`src/rtl/xalu_pkg.sv`:
```
package xalu_pkg;

   localparam int OPC_W     = 5;
   localparam int EXT_SIZES = 3;
   localparam int EXT_BASE  = 8;

   typedef enum logic [OPC_W-1:0] {
      OP_ADD     = 5'd0,
      OP_ADD1    = 5'd1,
      OP_SUB     = 5'd2,
      OP_SUB1    = 5'd3,
      OP_ADDI_S  = 5'd4,
      OP_SUBI_S  = 5'd5,
      OP_ADDI_L  = 5'd6,
      OP_SHLADD  = 5'd7,
      OP_PADD    = 5'd8,
      OP_PADDI   = 5'd9,
      OP_PSHLADD = 5'd10,
      OP_AND     = 5'd11,
      OP_OR      = 5'd12,
      OP_XOR     = 5'd13,
      OP_ANDCM   = 5'd14,
      OP_SX8     = 5'd15,
      OP_SX16    = 5'd16,
      OP_SX32    = 5'd17,
      OP_ZX8     = 5'd18,
      OP_ZX16    = 5'd19,
      OP_ZX32    = 5'd20
   } xalu_op_e;

   typedef enum logic [1:0] {
      GRP_ARITH,
      GRP_LOGIC,
      GRP_EXT,
      GRP_NONE
   } xalu_grp_e;

   typedef struct packed {
      logic use_imm_s;
      logic use_imm_l;
      logic use_shift;
      logic invert_b;
      logic carry_in;
      logic pointer;
   } arith_ctl_t;

endpackage

```
`src/rtl/xalu_addsub.sv`:
```
module xalu_addsub
   import xalu_pkg::*;
#(
   parameter int DATA_W    = 64,
   parameter int IMM_S_W   = 15,
   parameter int IMM_L_W   = 22,
   parameter int SHIFT_MAX = 4,
   localparam int SH_W     = $clog2(SHIFT_MAX),
   localparam int HALF_W   = DATA_W / 2
) (
   input  logic [DATA_W-1:0]  a,
   input  logic [DATA_W-1:0]  b,
   input  logic [IMM_L_W-1:0] imm,
   input  logic [SH_W-1:0]    sh_cnt,
   input  arith_ctl_t         ctl,
   output logic [DATA_W-1:0]  sum
);

   logic [DATA_W-1:0] imm_s_ext;
   logic [DATA_W-1:0] imm_l_ext;
   logic [DATA_W-1:0] shifted [SHIFT_MAX];
   logic [DATA_W-1:0] x_opnd;
   logic [DATA_W-1:0] y_opnd;
   logic [DATA_W-1:0] raw_sum;
   logic [DATA_W-1:0] ptr_sum;

   assign imm_s_ext = {{(DATA_W-IMM_S_W){imm[IMM_S_W-1]}}, imm[IMM_S_W-1:0]};
   assign imm_l_ext = {{(DATA_W-IMM_L_W){imm[IMM_L_W-1]}}, imm[IMM_L_W-1:0]};

   // one pre-shifted copy of a per legal shift amount (1 .. SHIFT_MAX)
   for (genvar g = 0; g < SHIFT_MAX; g++) begin : g_shift
      assign shifted[g] = a << (g + 1);
   end

   always_comb begin
      if (ctl.use_imm_l)      x_opnd = imm_l_ext;
      else if (ctl.use_imm_s) x_opnd = imm_s_ext;
      else if (ctl.use_shift) x_opnd = shifted[sh_cnt];
      else                    x_opnd = a;
   end

   assign y_opnd  = ctl.invert_b ? ~b : b;
   assign raw_sum = x_opnd + y_opnd + {{(DATA_W-1){1'b0}}, ctl.carry_in};

   // pointer form: low half of the sum, region bits from b's low half top
   assign ptr_sum = {1'b0, b[HALF_W-1 -: 2], {(HALF_W-3){1'b0}}, raw_sum[HALF_W-1:0]};

   assign sum = ctl.pointer ? ptr_sum : raw_sum;

endmodule

```
`src/rtl/xalu_logic.sv`:
```
module xalu_logic #(
   parameter int DATA_W = 64
) (
   input  logic [DATA_W-1:0] a,
   input  logic [DATA_W-1:0] b,
   input  logic [1:0]        fsel,
   output logic [DATA_W-1:0] y
);

   always_comb begin
      unique case (fsel)
         2'd0:    y = a & b;
         2'd1:    y = a | b;
         2'd2:    y = a ^ b;
         default: y = a & ~b;
      endcase
   end

endmodule

```
`src/rtl/xalu_extend.sv`:
```
module xalu_extend #(
   parameter int DATA_W  = 64,
   parameter int BASE_W  = 8,
   parameter int N_SIZES = 3,
   localparam int SEL_W  = (N_SIZES > 1) ? $clog2(N_SIZES) : 1
) (
   input  logic [DATA_W-1:0] a,
   input  logic [SEL_W-1:0]  size_sel,
   input  logic              sign_en,
   output logic [DATA_W-1:0] y
);

   logic [DATA_W-1:0] sx [N_SIZES];
   logic [DATA_W-1:0] zx [N_SIZES];

   for (genvar g = 0; g < N_SIZES; g++) begin : g_size
      localparam int W = BASE_W << g;
      assign sx[g] = {{(DATA_W-W){a[W-1]}}, a[W-1:0]};
      assign zx[g] = {{(DATA_W-W){1'b0}},   a[W-1:0]};
   end

   always_comb begin
      y = '0;
      for (int i = 0; i < N_SIZES; i++) begin
         if (size_sel == SEL_W'(i)) y = sign_en ? sx[i] : zx[i];
      end
   end

endmodule

```
`src/rtl/xalu64.sv`:
```
module xalu64
   import xalu_pkg::*;
#(
   parameter int DATA_W          = 64,
   parameter int IMM_S_W         = 15,
   parameter int IMM_L_W         = 22,
   parameter int SRC_W           = 7,
   parameter int LOW_SRC_LIMIT   = 3,
   parameter int SHIFT_MAX       = 4,
   localparam int SH_W           = $clog2(SHIFT_MAX),
   localparam int HALF_W         = DATA_W / 2
) (
   input  logic               clk,
   input  logic               rst_n,
   input  logic [OPC_W-1:0]   op,
   input  logic [DATA_W-1:0]  opa,
   input  logic [DATA_W-1:0]  opb,
   input  logic [IMM_L_W-1:0] imm,
   input  logic [SRC_W-1:0]   src_idx,
   input  logic [SH_W-1:0]    sh_cnt,
   output logic [DATA_W-1:0]  result,
   output logic               illegal
);

   localparam logic [SRC_W-1:0] LOW_LIM = SRC_W'(LOW_SRC_LIMIT);

   // elaboration-time parameter checks
   if (DATA_W % 2 != 0 || HALF_W < 4) begin : g_chk_width
      $error("xalu64: DATA_W must be even and at least 8");
   end
   if (IMM_S_W >= IMM_L_W || IMM_L_W > DATA_W) begin : g_chk_imm
      $error("xalu64: need IMM_S_W < IMM_L_W <= DATA_W");
   end
   if (SHIFT_MAX != (1 << SH_W) || SHIFT_MAX < 2) begin : g_chk_shift
      $error("xalu64: SHIFT_MAX must be a power of two, at least 2");
   end
   if ((EXT_BASE << (EXT_SIZES - 1)) >= DATA_W) begin : g_chk_ext
      $error("xalu64: widest extension source must be narrower than DATA_W");
   end
   if (LOW_SRC_LIMIT < 0 || LOW_SRC_LIMIT >= (1 << SRC_W)) begin : g_chk_src
      $error("xalu64: LOW_SRC_LIMIT out of range for SRC_W");
   end

   xalu_op_e          op_e;
   xalu_grp_e         grp;
   arith_ctl_t        actl;
   logic [1:0]        lsel;
   logic [OPC_W-1:0]  ext_off;
   logic              ext_sign;
   logic [1:0]        ext_size;
   logic              bad_src;

   logic [DATA_W-1:0] arith_y;
   logic [DATA_W-1:0] logic_y;
   logic [DATA_W-1:0] ext_y;
   logic [DATA_W-1:0] res_d;
   logic [DATA_W-1:0] res_q;
   logic              ill_q;

   assign op_e = xalu_op_e'(op);

   // ---------------- decode ----------------
   always_comb begin
      if (op <= OPC_W'(OP_PSHLADD))     grp = GRP_ARITH;
      else if (op <= OPC_W'(OP_ANDCM))  grp = GRP_LOGIC;
      else if (op <= OPC_W'(OP_ZX32))   grp = GRP_EXT;
      else                              grp = GRP_NONE;
   end

   always_comb begin
      actl = '0;
      case (op_e)
         OP_ADD1:    actl.carry_in  = 1'b1;
         OP_SUB:     begin actl.invert_b = 1'b1; actl.carry_in = 1'b1; end
         OP_SUB1:    actl.invert_b  = 1'b1;
         OP_ADDI_S:  actl.use_imm_s = 1'b1;
         OP_SUBI_S:  begin actl.use_imm_s = 1'b1; actl.invert_b = 1'b1; actl.carry_in = 1'b1; end
         OP_ADDI_L:  actl.use_imm_l = 1'b1;
         OP_SHLADD:  actl.use_shift = 1'b1;
         OP_PADD:    actl.pointer   = 1'b1;
         OP_PADDI:   begin actl.use_imm_s = 1'b1; actl.pointer = 1'b1; end
         OP_PSHLADD: begin actl.use_shift = 1'b1; actl.pointer = 1'b1; end
         default:    actl = '0;
      endcase
   end

   assign lsel     = 2'(op - OPC_W'(OP_AND));
   assign ext_off  = op - OPC_W'(OP_SX8);
   assign ext_sign = ext_off < OPC_W'(EXT_SIZES);
   assign ext_size = ext_sign ? ext_off[1:0] : 2'(ext_off - OPC_W'(EXT_SIZES));
   assign bad_src  = (op_e == OP_ADDI_L) && (src_idx > LOW_LIM);

   // ---------------- datapath ----------------
   xalu_addsub #(
      .DATA_W    (DATA_W),
      .IMM_S_W   (IMM_S_W),
      .IMM_L_W   (IMM_L_W),
      .SHIFT_MAX (SHIFT_MAX)
   ) i_addsub (
      .a      (opa),
      .b      (opb),
      .imm    (imm),
      .sh_cnt (sh_cnt),
      .ctl    (actl),
      .sum    (arith_y)
   );

   xalu_logic #(
      .DATA_W (DATA_W)
   ) i_logic (
      .a    (opa),
      .b    (opb),
      .fsel (lsel),
      .y    (logic_y)
   );

   xalu_extend #(
      .DATA_W  (DATA_W),
      .BASE_W  (EXT_BASE),
      .N_SIZES (EXT_SIZES)
   ) i_extend (
      .a        (opa),
      .size_sel (ext_size),
      .sign_en  (ext_sign),
      .y        (ext_y)
   );

   always_comb begin
      unique case (grp)
         GRP_ARITH: res_d = bad_src ? '0 : arith_y;
         GRP_LOGIC: res_d = logic_y;
         GRP_EXT:   res_d = ext_y;
         default:   res_d = '0;
      endcase
   end

   // ---------------- output stage ----------------
   always_ff @(posedge clk or negedge rst_n) begin
      if (!rst_n) begin
         res_q <= '0;
         ill_q <= 1'b0;
      end else begin
         res_q <= res_d;
         ill_q <= bad_src;
      end
   end

   assign result  = res_q;
   assign illegal = ill_q;

   // ---------------- assertions ----------------

   illegal_flag_chk: assert property (@(posedge clk) disable iff (!rst_n)
      $past(rst_n) |-> (ill_q == ($past(op) == OPC_W'(OP_ADDI_L) && $past(src_idx) > LOW_LIM)));


   illegal_zero_chk: assert property (@(posedge clk) disable iff (!rst_n)
      ill_q |-> (res_q == '0));


   ptr_region_chk: assert property (@(posedge clk) disable iff (!rst_n)
      ($past(rst_n) && ($past(op) == OPC_W'(OP_PADD) || $past(op) == OPC_W'(OP_PADDI) ||
                        $past(op) == OPC_W'(OP_PSHLADD)))
      |-> (!res_q[DATA_W-1] && res_q[DATA_W-4:HALF_W] == '0 &&
           res_q[DATA_W-2 -: 2] == $past(opb[HALF_W-1 -: 2])));


   add_carry_chk: assert property (@(posedge clk) disable iff (!rst_n)
      ($past(rst_n) && $past(op) == OPC_W'(OP_ADD1))
      |-> (res_q == $past(opa) + $past(opb) + DATA_W'(1)));


   sext_fill_chk: assert property (@(posedge clk) disable iff (!rst_n)
      ($past(rst_n) && $past(op) == OPC_W'(OP_SX8))
      |-> (res_q[DATA_W-1:7] == '0 || (&res_q[DATA_W-1:7])));


   zext_fill_chk: assert property (@(posedge clk) disable iff (!rst_n)
      ($past(rst_n) && $past(op) == OPC_W'(OP_ZX16))
      |-> (res_q[DATA_W-1:16] == '0));

endmodule

```
`config.mk`:
```
export PLATFORM = sky130hd
export DESIGN_NAME = xalu64
export DESIGN_NICKNAME = d
export VERILOG_FILES = /design/src/rtl/xalu_pkg.sv /design/src/rtl/xalu_addsub.sv /design/src/rtl/xalu_logic.sv /design/src/rtl/xalu_extend.sv /design/src/rtl/xalu64.sv
export SDC_FILE = /design/constraint.sdc
export NUM_CORES = 1
export LEC_CHECK = 0
export ABC_AREA = 0
export BUFFER_PORTS_ARGS = -buffer_cell sky130_fd_sc_hd__buf_2
export CORE_MARGIN = 8
export CORE_UTILIZATION = 42
export DETAILED_ROUTE_END_ITERATION = 16
export GPL_TIMING_DRIVEN = 0
export PLACE_DENSITY = 0.59
export SYNTH_ARGS = -nofsm -noshare
export SYNTH_HDL_FRONTEND = slang
export SYNTH_HIERARCHICAL = 1
export SYNTH_SLANG_ARGS = --single-unit
```
`constraint.sdc`:
```
create_clock -name clk -period 0.8 [get_ports clk]
set_input_delay 0.16 -clock clk [delete_from_list [all_inputs] [get_ports clk]]
set_output_delay 0.16 -clock clk [all_outputs]
set_load 0.02 [all_outputs]
```
==> flow_metrics.py <==
metrics = {
    "setup_path": {
        "path_class": "input port to flip-flop",
        "cpPeakStageDelay_ps": 470,
        "slowest_stage": "ha_1",
        "setup.worst_path.end_class": "flip-flop",
        "critPathTopFamily": "compound AO/OA/AOI/OAI gates",
        "cp_common_cell": "buf_4",
        "path_buf_inv": 9,
        "required_ps": 1090,
        "cp.depth": 24,
        "crit_chain": "buf_6 > buf_6 > inv_6 > nor2_4 > a22oi_2 > nor2_2 > clkbuf_8 > clkbuf_16 > buf_4 > buf_12 > buf_4 > mux2i_1 > o21ai_0 > ha_1 > and2_2 > nand3_1 > o311ai_4 > a21oi_4 > a2111oi_4 > buf_4 > o211ai_1 > a311oi_1 > nand3_1 > a21boi_1",
        "cp-start-kind": "input port",
        "cp.arrival_ps": 4690,
        "worstPathMaxFanout": 7,
    },
    "placed_design": {
        "gp_congestion": 0.9766,
        "io_buffers": 226,
        "dp_slack_ps": -5269,
        "dp_hpwl_mm": 52.31,
        "placed_cell_area_mm2": 0.01691,
    },
    "routing": {
        "route.detailed.drc": 0,
        "wire_per_inst_um": 23.74,
        "via_per_inst": 5.902,
        "drt_iter0_markers": 1512,
        "vias": 17230,
        "firstDrtPassIters": 6,
        "wirelength_mm": 69.32,
        "antenna_left": 0,
    },
    "die": {
        "die_h_um": 205.1,
        "pin_count": 231,
        "core-area_mm2": 0.03540,
        "fp.dieW_um": 205.1,
        "dieArea_mm2": 0.04207,
        "initial_utilization_pct": 42.44,
        "rows": 69,
    },
    "power_and_ir_drop": {
        "p_leak_nw": 9.525,
        "power_density_mw_per_mm2": 1442,
        "p_total_w": 0.02833,
        "max-vdd-ir-drop_uv": 1122,
    },
    "yosys": {
        "synth.distinct_cells": 78,
        "synth_top_family_by_area": "compound AO/OA/AOI/OAI gates",
        "synth.area.top_cells": "ha_1, dfrtp_1, mux2i_1, a22oi_1, nand2_1",
        "post_synth.cell_area_avg_um2": 7.132,
        "synth_top_area_share_pct": 11.16,
        "synth_flop_cell": "dfrtp_1",
        "synth_nets": 2408,
        "synth-simple-area-share_pct": 16.98,
        "synth-adder-area-share_pct": 11.43,
        "synth_compound_area_share_pct": 27.00,
        "ys_ff_latch": 65,
        "ys_async_sr_fraction_pct": 100.0,
        "synth_cells": 2106,
        "synth_area_mm2": 0.01502,
        "muxShareOfSynthArea_pct": 10.83,
        "yosys_warnings": 6,
        "ys_seq_area_share_pct": 10.83,
        "synth_edf_count": 0,
        "synthXorXnorAreaFrac_pct": 10.44,
        "synth.largest_area_cell": "ha_1",
    },
    "clocking": {
        "htree_levels": 3,
        "cts_tree": "yes",
        "cts-root-buf": "clkbuf_16",
        "cts.sinks": 65,
        "cts_inserted_buffers": 9,
        "cts_buffer_depth": 2,
        "clk_transition_reported_paths_ps": 60,
    },
    "sta": {
        "fmax_ghz": 0.2275,
        "slew_headroom_pct": 14.98,
        "hold_ws_ps": -247.2,
        "rsz0062_at_grt": "yes",
        "tightest_slew_ps": 1275,
        "hold_viol_final": 31,
        "fin_crit_sh_pct": 549.4,
        "drv_slew": 0,
        "setup_ws_ps": -3595,
        "finalSetupViolations": 130,
        "setup_tns_ps": -206830,
        "layout_min_cycle_time_ps": 4395,
    },
    "global_routing": {
        "grt_max_degree": 35,
        "antenna_found_initial": 3,
        "overflow": 0,
        "grt_use_total_pct": 31.96,
        "grt_pass1_wl_mm": 103.0,
        "grt_pass1_vias": 17000,
    },
    "cells_and_area": {
        "design_area_mm2": 0.01965,
        "drive_gt1_share_pct": 29.52,
        "area_growth_pct": 30.85,
        "fin_nets": 2753,
    },
    "worst_hold_path": {
        "hold_class": "input port to asynchronous set/reset pin",
    },
    "status": {
        "violations": "hold timing, setup timing",
        "status": "finished with violations",
    },
    "job": {
        "drv_cap": 0,
    },
}
-- what timing repair did --
item	4_1_cts	5_1_grt
pin swaps	100	72
resized for setup	296	114
endpoints found under the hold margin	31	31
buffers inserted	98	31
setup endpoints to repair	130	130
-- where the power goes --
group	internal [W]	total (W)	switching, W
Combinational	0.00827	0.0199	0.0116
Clock	0.00284	0.00454	0.00170
Sequential	0.00375	0.00389	0.000138
Total	0.0149	0.0283	0.0135
-- area by class of cell --
cell class / instances / area [µm²]
buffer: 164 / 1237
multi-input combinational: 1630 / 12630
sequential: 65 / 1627
inverter: 224 / 849.6
clock buffer: 15 / 297.8
clock inverter: 1 / 30.03
antenna: 3 / 7.507
fill: 3468 / 15740
tap: 461 / 576.8
timing repair buffer: 357 / 2400
-- cell usage after synthesis (all sizes together) (21+ instances only) --
cell / number
a21boi: 71
a21o: 28
a21oi: 108
a22oi: 137
a31oi: 52
buf: 94
clkbuf: 93
dfrtp: 65
ha: 134
inv: 223
mux2i: 134
nand2: 243
nand3: 80
nand4: 21
nor2: 87
nor2b: 53
o21ai: 131
xnor2: 91
xor2: 88
-- layer usage --
metal  global-route usage, %  wire length (µm)
met2                   51.55             31110
met3                   6.673              5863
met5                       0                28
met4                   14.02              3475
met1                   40.65             28850
-- cell families (layout without fill, tap and decap cells) --
family                   Yosys count  after routing
other                              0              3
multiplexers                     153            153
AO/OA/AOI/OAI                    611            611
buffers and inverters            411            761
AND/OR/NAND/NOR                  551            551
flip-flops                        65             65
XOR/XNOR                         179            179
adder cells (fa/ha/maj)          136            136
-- path summary, 6_finish.rpt --
kind / end / slack, ps / startpoint
min in group clk: illegal$_DFF_PN0_ / 40 / src_idx[2]
max in group asynchronous: result[27]$_DFF_PN0_ / 450 / rst_n
min: result[2]$_DFF_PN0_ / -250 / rst_n
max: result[62]$_DFF_PN0_ / -3600 / op[2]
-- state kept, by name (all words and copies together) (netlist names) --
signal,flops
illegal,1
result,64
-- layout by cell type, fill, tap and decap left out, drive strengths merged, types with 20 or more instances in the layout --
cell,netlist,layout
nand3,80,80
a22oi,137,137
nor2b,53,53
clkbuf,93,82
a21boi,71,71
xnor2,91,91
nor2,87,87
ha,134,134
a21o,28,28
mux2i,134,134
a21oi,108,108
o21bai,20,20
o21ai,131,131
dfrtp,65,65
xor2,88,88
buf,94,453
nand2,243,243
inv,223,222
nand4,21,21
a31oi,52,52
-- metrics by stage --
| stage | cells | util [%] |
|---|---|---|
| after global placement | 2793 | 47.61 |
| after global routing | 2917 | 55.50 |
| final | 2920 | 55.52 |
| after CTS | 2888 | 53.69 |
| after floorplan | 2106 | - |
| after detailed placement | 2795 | 47.78 |
Note: power is estimated with default switching activity, not from simulation.
